File: src/rtl/therm_loop_filter.sv
module therm_loop_filter #(
  parameter int THERM_W = 16,
  parameter int TAPS    = 4
) (
  input  logic               clk,
  input  logic               rst_n,
  input  logic [THERM_W-1:0] tdc_therm,
  output logic [THERM_W-1:0] dco_therm
);
  localparam int BIN_W   = $clog2(THERM_W);
  localparam int CNT_W   = $clog2(THERM_W + 1);
  localparam int AVG_SH  = $clog2(TAPS);
  localparam int SUM_W   = BIN_W + AVG_SH;
  localparam int BIN_MAX = (1 << BIN_W) - 1;

  logic [THERM_W-1:0]    samp_q;
  logic [CNT_W-1:0]      ones;
  logic [BIN_W-1:0]      code;
  logic [BIN_W-1:0]      tap_q [TAPS];
  logic [TAPS*BIN_W-1:0] taps_flat;
  logic [SUM_W-1:0]      sum;
  logic [BIN_W-1:0]      mean;
  logic [THERM_W-1:0]    therm_next;

  always_ff @(posedge clk) begin
    if (!rst_n) samp_q <= '0;
    else        samp_q <= tdc_therm;
  end

  always_comb begin
    ones = '0;
    for (int i = 0; i < THERM_W; i++) ones = ones + CNT_W'(samp_q[i]);
  end

  assign code = (ones > CNT_W'(BIN_MAX)) ? BIN_W'(BIN_MAX) : ones[BIN_W-1:0];

  for (genvar g = 0; g < TAPS; g++) begin : g_tap
    if (g == 0) begin : g_head
      always_ff @(posedge clk) begin
        if (!rst_n) tap_q[g] <= '0;
        else        tap_q[g] <= code;
      end
    end else begin : g_body
      always_ff @(posedge clk) begin
        if (!rst_n) tap_q[g] <= '0;
        else        tap_q[g] <= tap_q[g-1];
      end
    end
    assign taps_flat[g*BIN_W +: BIN_W] = tap_q[g];
  end

  always_comb begin
    sum = '0;
    for (int i = 0; i < TAPS; i++) sum = sum + SUM_W'(tap_q[i]);
  end

  assign mean = sum[SUM_W-1:AVG_SH];

  always_comb begin
    for (int i = 0; i < THERM_W; i++) therm_next[i] = (i < int'(mean));
  end

  always_ff @(posedge clk) begin
    if (!rst_n) dco_therm <= '0;
    else        dco_therm <= therm_next;
  end
endmodule

File: config.mk
export PLATFORM = sky130hd
export DESIGN_NAME = therm_loop_filter
export DESIGN_NICKNAME = d
export VERILOG_FILES = /design/src/rtl/therm_loop_filter.sv
export SDC_FILE = /design/constraint.sdc
export NUM_CORES = 1
export LEC_CHECK = 0
export BUFFER_PORTS_ARGS = -buffer_cell sky130_fd_sc_hd__buf_4
export CAP_MARGIN = 20
export CORE_ASPECT_RATIO = 0.5
export CORE_MARGIN = 5
export CORE_UTILIZATION = 45
export DETAILED_ROUTE_END_ITERATION = 8
export GPL_ROUTABILITY_DRIVEN = 0
export PLACE_DENSITY = 0.66
export SKIP_CTS_REPAIR_TIMING = 1
export SLEW_MARGIN = 20
export SYNTH_ARGS = -nofsm -noshare
export SYNTH_HDL_FRONTEND = slang
export SYNTH_SLANG_ARGS = --single-unit
File: constraint.sdc
create_clock -name clk -period 9.25 [get_ports clk]
set_input_delay 1.85 -clock clk [delete_from_list [all_inputs] [get_ports clk]]
set_output_delay 1.85 -clock clk [all_outputs]
set_load 0.005 [all_outputs]
Word level (Yosys, flattened, before mapping):

Memory sizes are Yosys's and may differ from the RTL's.
Cells that the tools add are included.

* $add $sub $neg: 18
* $mul: 0
* div/mod/pow operators: 0
* magnitude comparators: 16
* eq/ne operators: 0
* shift operators: 0
* multiplexer cells: 7
* bitwise operators: 4
* reductions and logical operators: 0

Operators by type and width (count)
* 5-bit by 1-bit adder with 5-bit output: 11
* 4-bit less-than comparator (first input constant): 7
* 4-bit two-way mux: 5
* 3-bit by 4-bit less-than comparator with 1-bit output (first input constant): 4
* 1-bit by 4-bit less-than comparator with 1-bit output (first input constant): 2
* 2-bit by 4-bit less-than comparator with 1-bit output (first input constant): 2
* 5-bit by 4-bit adder with 6-bit output: 1
* 6-bit by 4-bit adder with 6-bit output: 1
* 4-bit by 1-bit adder with 5-bit output: 1
* 4-bit by 4-bit adder with 5-bit output: 1
* 5-bit by 4-bit > comparator with 1-bit output (second input constant): 1
* 3-bit by 1-bit adder with 4-bit output: 1
* 1-bit OR: 4
* 2-bit by 1-bit adder with 3-bit output: 1
* 1-bit by 1-bit adder with 2-bit output: 1
* 1-bit two-way mux: 2

* register bits: 32
* latch bits: 0
* RAM bits: 16
* bits in read-only memories: 0
* output and inout port bits: 16
* memories kept: 1

Memories
* tap_q: words 4, width 4, rd ports 4, clocked after memory_dff 0, wr ports 4, RTL line 19 `logic [BIN_W-1:0] tap_q [TAPS];`

Logic depth before layout (Yosys ltp):

Gate-level depths: netlist of run 1.

* word-level depth: 18
* depth in mapped cells: 13

Worst setup path after synthesis of run 1:

No wires, ideal clock.

* kind: reg-to-reg
* start: register samp_q[0]
* end: memory tap_q[0][1] in the netlist's numbering
* setup time: 128 ps
* arrival time: 3242 ps
* required time: 9122 ps
* setup slack: 5880 ps
* cell stages (with the launch flop): 13
* buffers on the path: 0
* cell sequence: dfxtp_1 > inv_1 > fa_1 > fa_1 > fa_1 > fa_1 > inv_1 > ha_1 > fa_1 > a21oi_1 > nor2b_1 > nor2_1 > nor2_1

RTL lines
* start, declared: RTL line 16 `logic [THERM_W-1:0] samp_q;`
* start signal, assigned: RTL line 27 `else samp_q <= tdc_therm;`
* end, declared: RTL line 19

==> qor.yml, run 1 <==
worst_setup_path:
  end_kind: "flip-flop"
  crit_fanout: 4
  r2r-start: "samp_q[0]$_SDFF_PN0_"
  crit_end: "tap_q[0][3]$_SDFF_PN0_"
  critical_path_arrival_ns: 3.68
  start_kind: "flip-flop"
  r2r_end: "tap_q[0][3]$_SDFF_PN0_"
  criticalPathCategory: "flip-flop to flip-flop"
  rr_worst_depth: 11
  critPathRequiredTime_ns: 9.42
  r2r_slack_ns: 5.73
  crit_start: "samp_q[0]$_SDFF_PN0_"
floorplan:
  dieArea_um2: 5880
  fp-row-count: 17
  coreArea_um2: 4320
  initial_core_util: 0.456
  ios: 34
  die_y_um: 56.8
  die_x_um: 104
timing:
  period_share: 0.380
  hold_viol: 0
  final.setup.worst_slack_ns: 5.73
  skew_ns: 0.00904
  slew-limit-headroom: 0.634
  rsz0062_at_grt: "no"
  min_period_ns: 3.52
  maxSlewViolCount: 0
  max_freq_ghz: 0.284
  setup_violations: 0
  fin_setup_tns_ns: 0
  max_slew.worst_pin.slew_ns: 0.549
run:
  maxCapViolCount: 0
clock_network:
  clk_latency_ns: 0.29
  cts_sinks: 47
  numCtsBuffers: 5
  cts-root-buf: "clkbuf_8"
  cts_max_level: 2
  cts.clk_slew.worst_paths_ns: 0.09
  clockBufferDepth: 2
  cts_tree: "yes"
synth:
  synth-edff-count: 0
  synth_nets: 220
  yosys.cell_count.top_type: "dfxtp_1"
  syn_inst: 176
  synthTopCellsByCount: "47 x dfxtp_1, 28 x inv_1, 26 x and2_1"
  yosys.area.top_type: "dfxtp_1"
  synthArstFlopShare: 0
  ys_warn_count: 0
  synth_seq_cells: 47
  avgSynthCellArea_um2: 11.2
  ys.flop_type: "dfxtp_1"
  syn-cell-area_um2: 1970
  yosysSeqAreaShare: 0.478
  netlist.area_leader.share: 0.478
  yosysUniqueCellTypes: 27
  synth_area_leaders: "dfxtp_1 48%, fa_1 18%, and2_1 8.3%"
grt:
  grtUsageMet1: 0.128
  use_met3: 0.0471
  grt_max_degree: 29
  antenna_found_initial: 0
  first_global_vias: 1164
  grt_first_pass_wirelength_um: 5110
  use_met2: 0.171
  busiest_layer: "met2"
  grtUsageTotal: 0.107
  gr-total-overflow: 0
finish:
  final_nets: 253
  layout.cells.non_filler: 267
  diodes: 0
  drive_gt1_frac: 0.205
  area_delta_synth_final_pct: 19.8
min_path:
  worstHoldPathType: "flip-flop to flip-flop"
detailed_routing:
  ant_nets: 0
  drt_pre_antenna_iters: 4
  drt-total-wl_um: 2960
  via_count: 1187
  routed_via_density: 4.45
  routedWlPerCell_um: 11.1
  drt-initial-drc-count: 19
  route.detailed.drc: 0
placement:
  dp_cells: 259
  dp_worst_setup_slack_ns: 5.75
  numPortBuffers: 32
  hpwlAfterDp_um: 2220
power_and_ir_drop:
  total_leakage_power_uw: 0.00113
  powerDensity_nw_per_um2: 224
  peakVddDrop_uv: 96.5
outcome:
  status: "complete, no violations"
[worst max-delay path, stage by stage, from the launching register on]
cell	delay, ns
dfxtp_1	0.31
inv_1	0.05
fa_1	0.56
fa_1	0.46
fa_1	0.48
fa_1	0.48
inv_1	0.04
ha_1	0.20
fa_1	0.44
nand4bb_1	0.20
o21ai_0	0.08
a21oi_1	0.08
[layer usage]
metal  vias up  part of all wire  wire length [um]
li1        600                 -                 -
met1       548              0.44              1300
met2        33              0.47              1400
met3         6             0.071               211
met4         0             0.014                42
met5         -                 0                 0
[cell usage in the layout (no fill, tap or decap), types with 2 or more instances in the layout]
cell type	instances
ha_1	8
a31oi_1	3
dfxtp_1	47
buf_4	32
nor2_1	9
a21o_1	2
o31ai_1	3
and2_1	26
inv_1	28
fa_1	18
nor3_1	5
nor2b_1	2
clkbuf_8	5
a21oi_1	7
xor2_1	2
[stage by stage]
| step | hold slack (ns) | cell area (um^2) | util | total power [uW] |
|---|---|---|---|---|
| after floorplan | 0.422 | 1970 | - | 347 |
| after global placement | 0.438 | 2250 | 0.520 | 375 |
| after detailed placement | 0.445 | 2250 | 0.520 | 384 |
| after CTS | 0.468 | 2360 | 0.546 | 535 |
| after global routing | 0.488 | 2360 | 0.546 | 570 |
| final | 0.465 | 2360 | 0.546 | 528 |
[flip-flops by register name, indices dropped and copies added (netlist names)]
name,count
dco_therm,15
samp_q,16
tap_q,16
[worst min-delay path by stage]
stage | from | end | slack (ns) | depth (start not counted)
3_5_place_dp | tap_q[0][4]$_SDFF_PN0_ | tap_q[1][0]$_SDFF_PN0_ | 0.45 | 1
2_1_floorplan | tap_q[0][4]$_SDFF_PN0_ | tap_q[1][0]$_SDFF_PN0_ | 0.42 | 1
6_report | tap_q[0][4]$_SDFF_PN0_ | tap_q[1][0]$_SDFF_PN0_ | 0.46 | 1
3_3_place_gp | tap_q[0][4]$_SDFF_PN0_ | tap_q[1][0]$_SDFF_PN0_ | 0.44 | 1
4_1_cts | tap_q[0][4]$_SDFF_PN0_ | tap_q[1][0]$_SDFF_PN0_ | 0.47 | 1
5_1_grt | tap_q[0][4]$_SDFF_PN0_ | tap_q[1][0]$_SDFF_PN0_ | 0.49 | 1
[power by group]
group	leakage, uW	switching (uW)	internal, uW
Combinational	0.000684	79.9	68.3
Sequential	0.000385	9.19	222
Clock	0.0000581	67.5	80.5
[area by class of cell]
cell class / count / area, um^2
clock buffers: 5 / 68.8
well taps: 57 / 71.3
inverters: 28 / 105
flip-flops and latches: 47 / 941
multi-input cells: 95 / 888
fillers: 391 / 1960
clock inverters: 3 / 43.8
repair buffers: 32 / 240
[logic make-up after synthesis]
kind of cell    count (synthesis)  share of synthesized area
buf+inv                        34                     0.0712
xor+xnor                        4                     0.0216
flops                          47                      0.478
compound gates                 18                     0.0597
simple gates                   46                      0.134
fa+ha+maj                      26                      0.234
other cells                     1                    0.00190
(Power assumes the default switching activity.)
==> run 2, diff against run 1 <==
==> constraint.sdc (replaced) <==
create_clock -name clk -period 3.39 [get_ports clk]
set_input_delay 0.678 -clock clk [delete_from_list [all_inputs] [get_ports clk]]
set_output_delay 0.678 -clock clk [all_outputs]
set_load 0.005 [all_outputs]
==> qor.yml, run 2 (synthesis results as in run 1) <==
placement:
  hpwlAfterDp_um: 2240
  place_area_um2: 2250
  dp_cells: 259
  numPortBuffers: 32
worst_setup_path:
  start_kind: "flip-flop"
  criticalPathCategory: "flip-flop to flip-flop"
  r2r-start: "samp_q[11]$_SDFF_PN0_"
  rr_worst_depth: 11
  critical_path_arrival_ns: 3.62
  crit_fanout: 4
  r2r_end: "tap_q[0][3]$_SDFF_PN0_"
  end_kind: "flip-flop"
  critPathRequiredTime_ns: 3.55
  r2r_slack_ns: -0.07
power_and_ir_drop:
  peakVddDrop_uv: 292
  p_sw_uw: 420
  internal_power_uw: 992
  pwr-share-comb: 0.300
  total_leakage_power_uw: 0.00112
  powerDensity_nw_per_um2: 595
  power.share.sequential: 0.448
  switching_share: 0.297
  clkPwrFrac: 0.252
detailed_routing:
  drt_pre_antenna_iters: 4
  ant_nets: 0
  routedWlPerCell_um: 11.0
  drt-initial-drc-count: 14
  route.detailed.drc: 0
  drt-total-wl_um: 2940
  via_count: 1176
  routed_via_density: 4.39
timing:
  max_freq_ghz: 0.289
  maxSlewViolCount: 0
  slew-limit-headroom: 0.632
  setup_violations: 4
  final.setup.worst_slack_ns: -0.0664
  skew_ns: 0.00953
  rsz0062_at_grt: "yes"
  max_slew.worst_pin.slew_ns: 0.552
  min_period_ns: 3.46
  period_share: 1.02
  hold_viol: 0
finish:
  final_nets: 254
  area_delta_synth_final_pct: 20.5
  diodes: 0
  seq_area_um2: 942
  layout_commonest_cell: "dfxtp_1"
  final_area_um2: 2370
  drive_gt1_frac: 0.232
  final_cell_mix: "46 x dfxtp_1, 33 x buf_4, 26 x inv_1, 26 x and2_1, 17 x fa_1"
  reg_top3: "samp_q (16), tap_q (16), dco_therm (15)"
  multiInputGateArea_um2: 907
  fillers: 393
  layout.cells.non_filler: 268
min_path:
  min_to: "tap_q[1][0]$_SDFF_PN0_"
  hold_path_startpoint: "tap_q[0][4]$_SDFF_PN0_"
  whs_path_depth: 1
  worstHoldPathType: "flip-flop to flip-flop"
grt:
  grt_first_pass_wirelength_um: 4980
  gr-total-overflow: 0
  grtUsageTotal: 0.107
  grt_max_degree: 29
  first_global_vias: 1147
  antenna_found_initial: 0
floorplan:
  dieArea_um2: 5880
  die_x_um: 104
  ios: 34
  coreArea_um2: 4320
  initial_core_util: 0.456
  die_y_um: 56.8
  fp-row-count: 17
clock_network:
  cts.clk_slew.worst_paths_ns: 0.08
  cts-root-buf: "clkbuf_8"
  numCtsBuffers: 5
  cts_tree: "yes"
  cts_sinks: 47
  clk_latency_ns: 0.29
  clockBufferDepth: 2
  cts_max_level: 2
run:
  maxCapViolCount: 0
outcome:
  violations: "setup timing"
  status: "finished with violations"
run 2: how the worst max path moves through the flow:
| stage | from | to | slack [ns] | depth (start not counted) |
|---|---|---|---|---|
| 2_1_floorplan | samp_q[0]$_SDFF_PN0_ | tap_q[0][1]$_SDFF_PN0_ | 0.02 | 12 |
| 3_3_place_gp | samp_q[0]$_SDFF_PN0_ | tap_q[0][0]$_SDFF_PN0_ | -0.05 | 12 |
| 3_5_place_dp | samp_q[0]$_SDFF_PN0_ | tap_q[0][1]$_SDFF_PN0_ | -0.12 | 12 |
| 4_1_cts | samp_q[0]$_SDFF_PN0_ | tap_q[0][1]$_SDFF_PN0_ | -0.13 | 12 |
| 5_1_grt | samp_q[11]$_SDFF_PN0_ | tap_q[0][3]$_SDFF_PN0_ | -0.24 | 11 |
| 6_report | samp_q[11]$_SDFF_PN0_ | tap_q[0][3]$_SDFF_PN0_ | -0.07 | 11 |
run 2: routing by layer:
| layer | GRT usage | wire [um] |
|---|---|---|
| met5 | 0 | 0 |
| met4 | 0.0505 | 42 |
| met3 | 0.0436 | 204 |
| met2 | 0.168 | 1380 |
| met1 | 0.130 | 1320 |
run 2: layout make-up:
cell class | count | area share
flip-flops and latches | 47 | 0.397
multi-input cells | 95 | 0.382
repair buffers | 33 | 0.104
inverters | 28 | 0.0443
clock buffers | 8 | 0.0422
well taps | 57 | 0.0300
run 2: power groups by stage:
| stage | clock (uW) | combinational, uW | sequential [uW] |
|---|---|---|---|
| after floorplan | 0 | 306 | 640 |
| after global placement | 0 | 379 | 644 |
| after detailed placement | 0 | 402 | 646 |
| after CTS | 371 | 403 | 633 |
| after global routing | 399 | 499 | 639 |
| final | 355 | 424 | 633 |
run 2: worst max-delay path: stages (launching register included):
cell       delay, ns
dfxtp_2         0.33
fa_1            0.54
inv_2           0.04
fa_1            0.53
fa_1            0.43
fa_1            0.50
inv_2           0.05
ha_4            0.16
fa_2            0.40
nand4bb_1       0.20
o21ai_1         0.08
a21oi_1         0.07
run 2: per-stage QoR:
| step | TNS [ns] | setup slack, ns | utilization | hold slack [ns] | power [uW] |
|---|---|---|---|---|---|
| 2_1_floorplan | 0 | 0.0203 | - | 0.422 | 946 |
| 3_3_place_gp | -0.136 | -0.0475 | 0.520 | 0.438 | 1020 |
| 3_5_place_dp | -0.392 | -0.119 | 0.520 | 0.443 | 1050 |
| 4_1_cts | -0.439 | -0.126 | 0.543 | 0.465 | 1410 |
| 5_1_grt | -0.735 | -0.238 | 0.550 | 0.491 | 1540 |
| 6_report | -0.140 | -0.0664 | 0.550 | 0.462 | 1410 |
==> run 3, diff against run 2 <==
==> constraint.sdc (replaced) <==
create_clock -name clk -period 4.2 [get_ports clk]
set_input_delay 0.84 -clock clk [delete_from_list [all_inputs] [get_ports clk]]
set_output_delay 0.84 -clock clk [all_outputs]
set_load 0.005 [all_outputs]
==> qor.yml, run 3 (synthesis results as in run 1) <==
floorplan:
  fp-row-count: 17
  initial_core_util: 0.456
  ios: 34
  die_x_um: 104
  coreArea_um2: 4320
  die_y_um: 56.8
  dieArea_um2: 5880
clock_network:
  cts_tree: "yes"
  cts_max_level: 2
  clk_latency_ns: 0.30
  cts-root-buf: "clkbuf_8"
  cts.clk_slew.worst_paths_ns: 0.09
  cts_sinks: 47
  clockBufferDepth: 2
  numCtsBuffers: 5
worst_setup_path:
  crit_start: "samp_q[5]$_SDFF_PN0_"
  r2r-start: "samp_q[5]$_SDFF_PN0_"
  start_kind: "flip-flop"
  crit_fanout: 4
  crit_end: "tap_q[0][1]$_SDFF_PN0_"
  critPathRequiredTime_ns: 4.38
  rr_worst_depth: 12
  criticalPathCategory: "flip-flop to flip-flop"
  r2r_slack_ns: 0.68
  end_kind: "flip-flop"
  r2r_end: "tap_q[0][1]$_SDFF_PN0_"
  critical_path_arrival_ns: 3.70
grt:
  grtUsageMet1: 0.126
  busiest_layer: "met2"
  antenna_found_initial: 0
  grtUsageTotal: 0.113
  gr-total-overflow: 0
  grt_first_pass_wirelength_um: 5220
  first_global_vias: 1185
  use_met3: 0.0551
  grt_max_degree: 29
  use_met2: 0.180
placement:
  hpwlAfterDp_um: 2270
  numPortBuffers: 32
  dp_worst_setup_slack_ns: 0.682
finish:
  reg_top3: "samp_q (16), tap_q (16), dco_therm (15)"
  final_nets: 253
  final_cell_mix: "47 x dfxtp_1, 32 x buf_4, 28 x inv_1, 26 x and2_1, 18 x fa_1"
  fillers: 390
  fin_util: 0.546
  layout_commonest_cell: "dfxtp_1"
  diodes: 0
  area_delta_synth_final_pct: 19.8
  drive_gt1_frac: 0.205
timing:
  setup_violations: 0
  min_period_ns: 3.52
  hold_viol: 0
  skew_ns: 0.0103
  hold_slack_ns: 0.470
  max_freq_ghz: 0.284
  rsz0062_at_grt: "no"
  max_slew.worst_pin.slew_ns: 0.553
  maxSlewViolCount: 0
  final.setup.worst_slack_ns: 0.680
  fin_setup_tns_ns: 0
  period_share: 0.838
  slew-limit-headroom: 0.631
run:
  maxCapViolCount: 0
power_and_ir_drop:
  peakVddDrop_uv: 233
  powerDensity_nw_per_um2: 492
  power_uw: 1160
  total_leakage_power_uw: 0.00113
outcome:
  status: "complete, no violations"
detailed_routing:
  drt-initial-drc-count: 15
  drt-total-wl_um: 2980
  routedWlPerCell_um: 11.1
  routed_via_density: 4.46
  ant_nets: 0
  via_count: 1190
  route.detailed.drc: 0
  drt_pre_antenna_iters: 4
min_path:
  worstHoldPathType: "flip-flop to flip-flop"
-- run 3: worst min path at each step --
stage	endpoint	cells after the start	slack, ns	from
2_1_floorplan	tap_q[1][0]$_SDFF_PN0_	1	0.42	tap_q[0][4]$_SDFF_PN0_
3_3_place_gp	tap_q[1][0]$_SDFF_PN0_	1	0.44	tap_q[0][4]$_SDFF_PN0_
3_5_place_dp	tap_q[1][0]$_SDFF_PN0_	1	0.45	tap_q[0][4]$_SDFF_PN0_
4_1_cts	tap_q[1][0]$_SDFF_PN0_	1	0.47	tap_q[0][4]$_SDFF_PN0_
5_1_grt	tap_q[1][0]$_SDFF_PN0_	1	0.49	tap_q[0][4]$_SDFF_PN0_
6_report	tap_q[1][0]$_SDFF_PN0_	1	0.47	tap_q[0][4]$_SDFF_PN0_
-- run 3: layer usage --
metal | share of wire | vias up | wire [um]
li1 | - | 604 | -
met1 | 0.43 | 540 | 1280
met2 | 0.48 | 40 | 1420
met3 | 0.073 | 6 | 216
met4 | 0.021 | 0 | 61
met5 | 0 | - | 0
-- run 3: metrics by stage --
stage                     cell area, um^2  instances
after floorplan                      1970        176
after global placement               2250        259
after detailed placement             2250        259
after CTS                            2360        267
after global routing                 2360        267
final                                2360        267
-- run 3: worst max-delay path: stages, from the launching register on --
cell and delay, ns:
dfxtp_1 0.31, inv_1 0.05, fa_1 0.57, fa_1 0.46, fa_1 0.48, fa_1 0.49, inv_1 0.04, ha_1 0.20
fa_1 0.44, a21oi_1 0.17, nor2b_1 0.07, nor2_1 0.09, nor2_1 0.04
-- run 3: final cells by class --
type	count	area, um^2	area share
tap	57	71.3	0.0302
multi-input combinational	95	888	0.377
sequential	47	941	0.399
clock buffer	5	68.8	0.0292
inverter	28	105	0.0446
timing repair buffer	32	240	0.102
clock inverter	3	43.8	0.0186
-- run 3: power by group --
group          internal (uW)  total (uW)  switching (uW)
clock network            177         326             149
registers                490         510            20.3
logic                    150         324             175
total                    816        1160             344
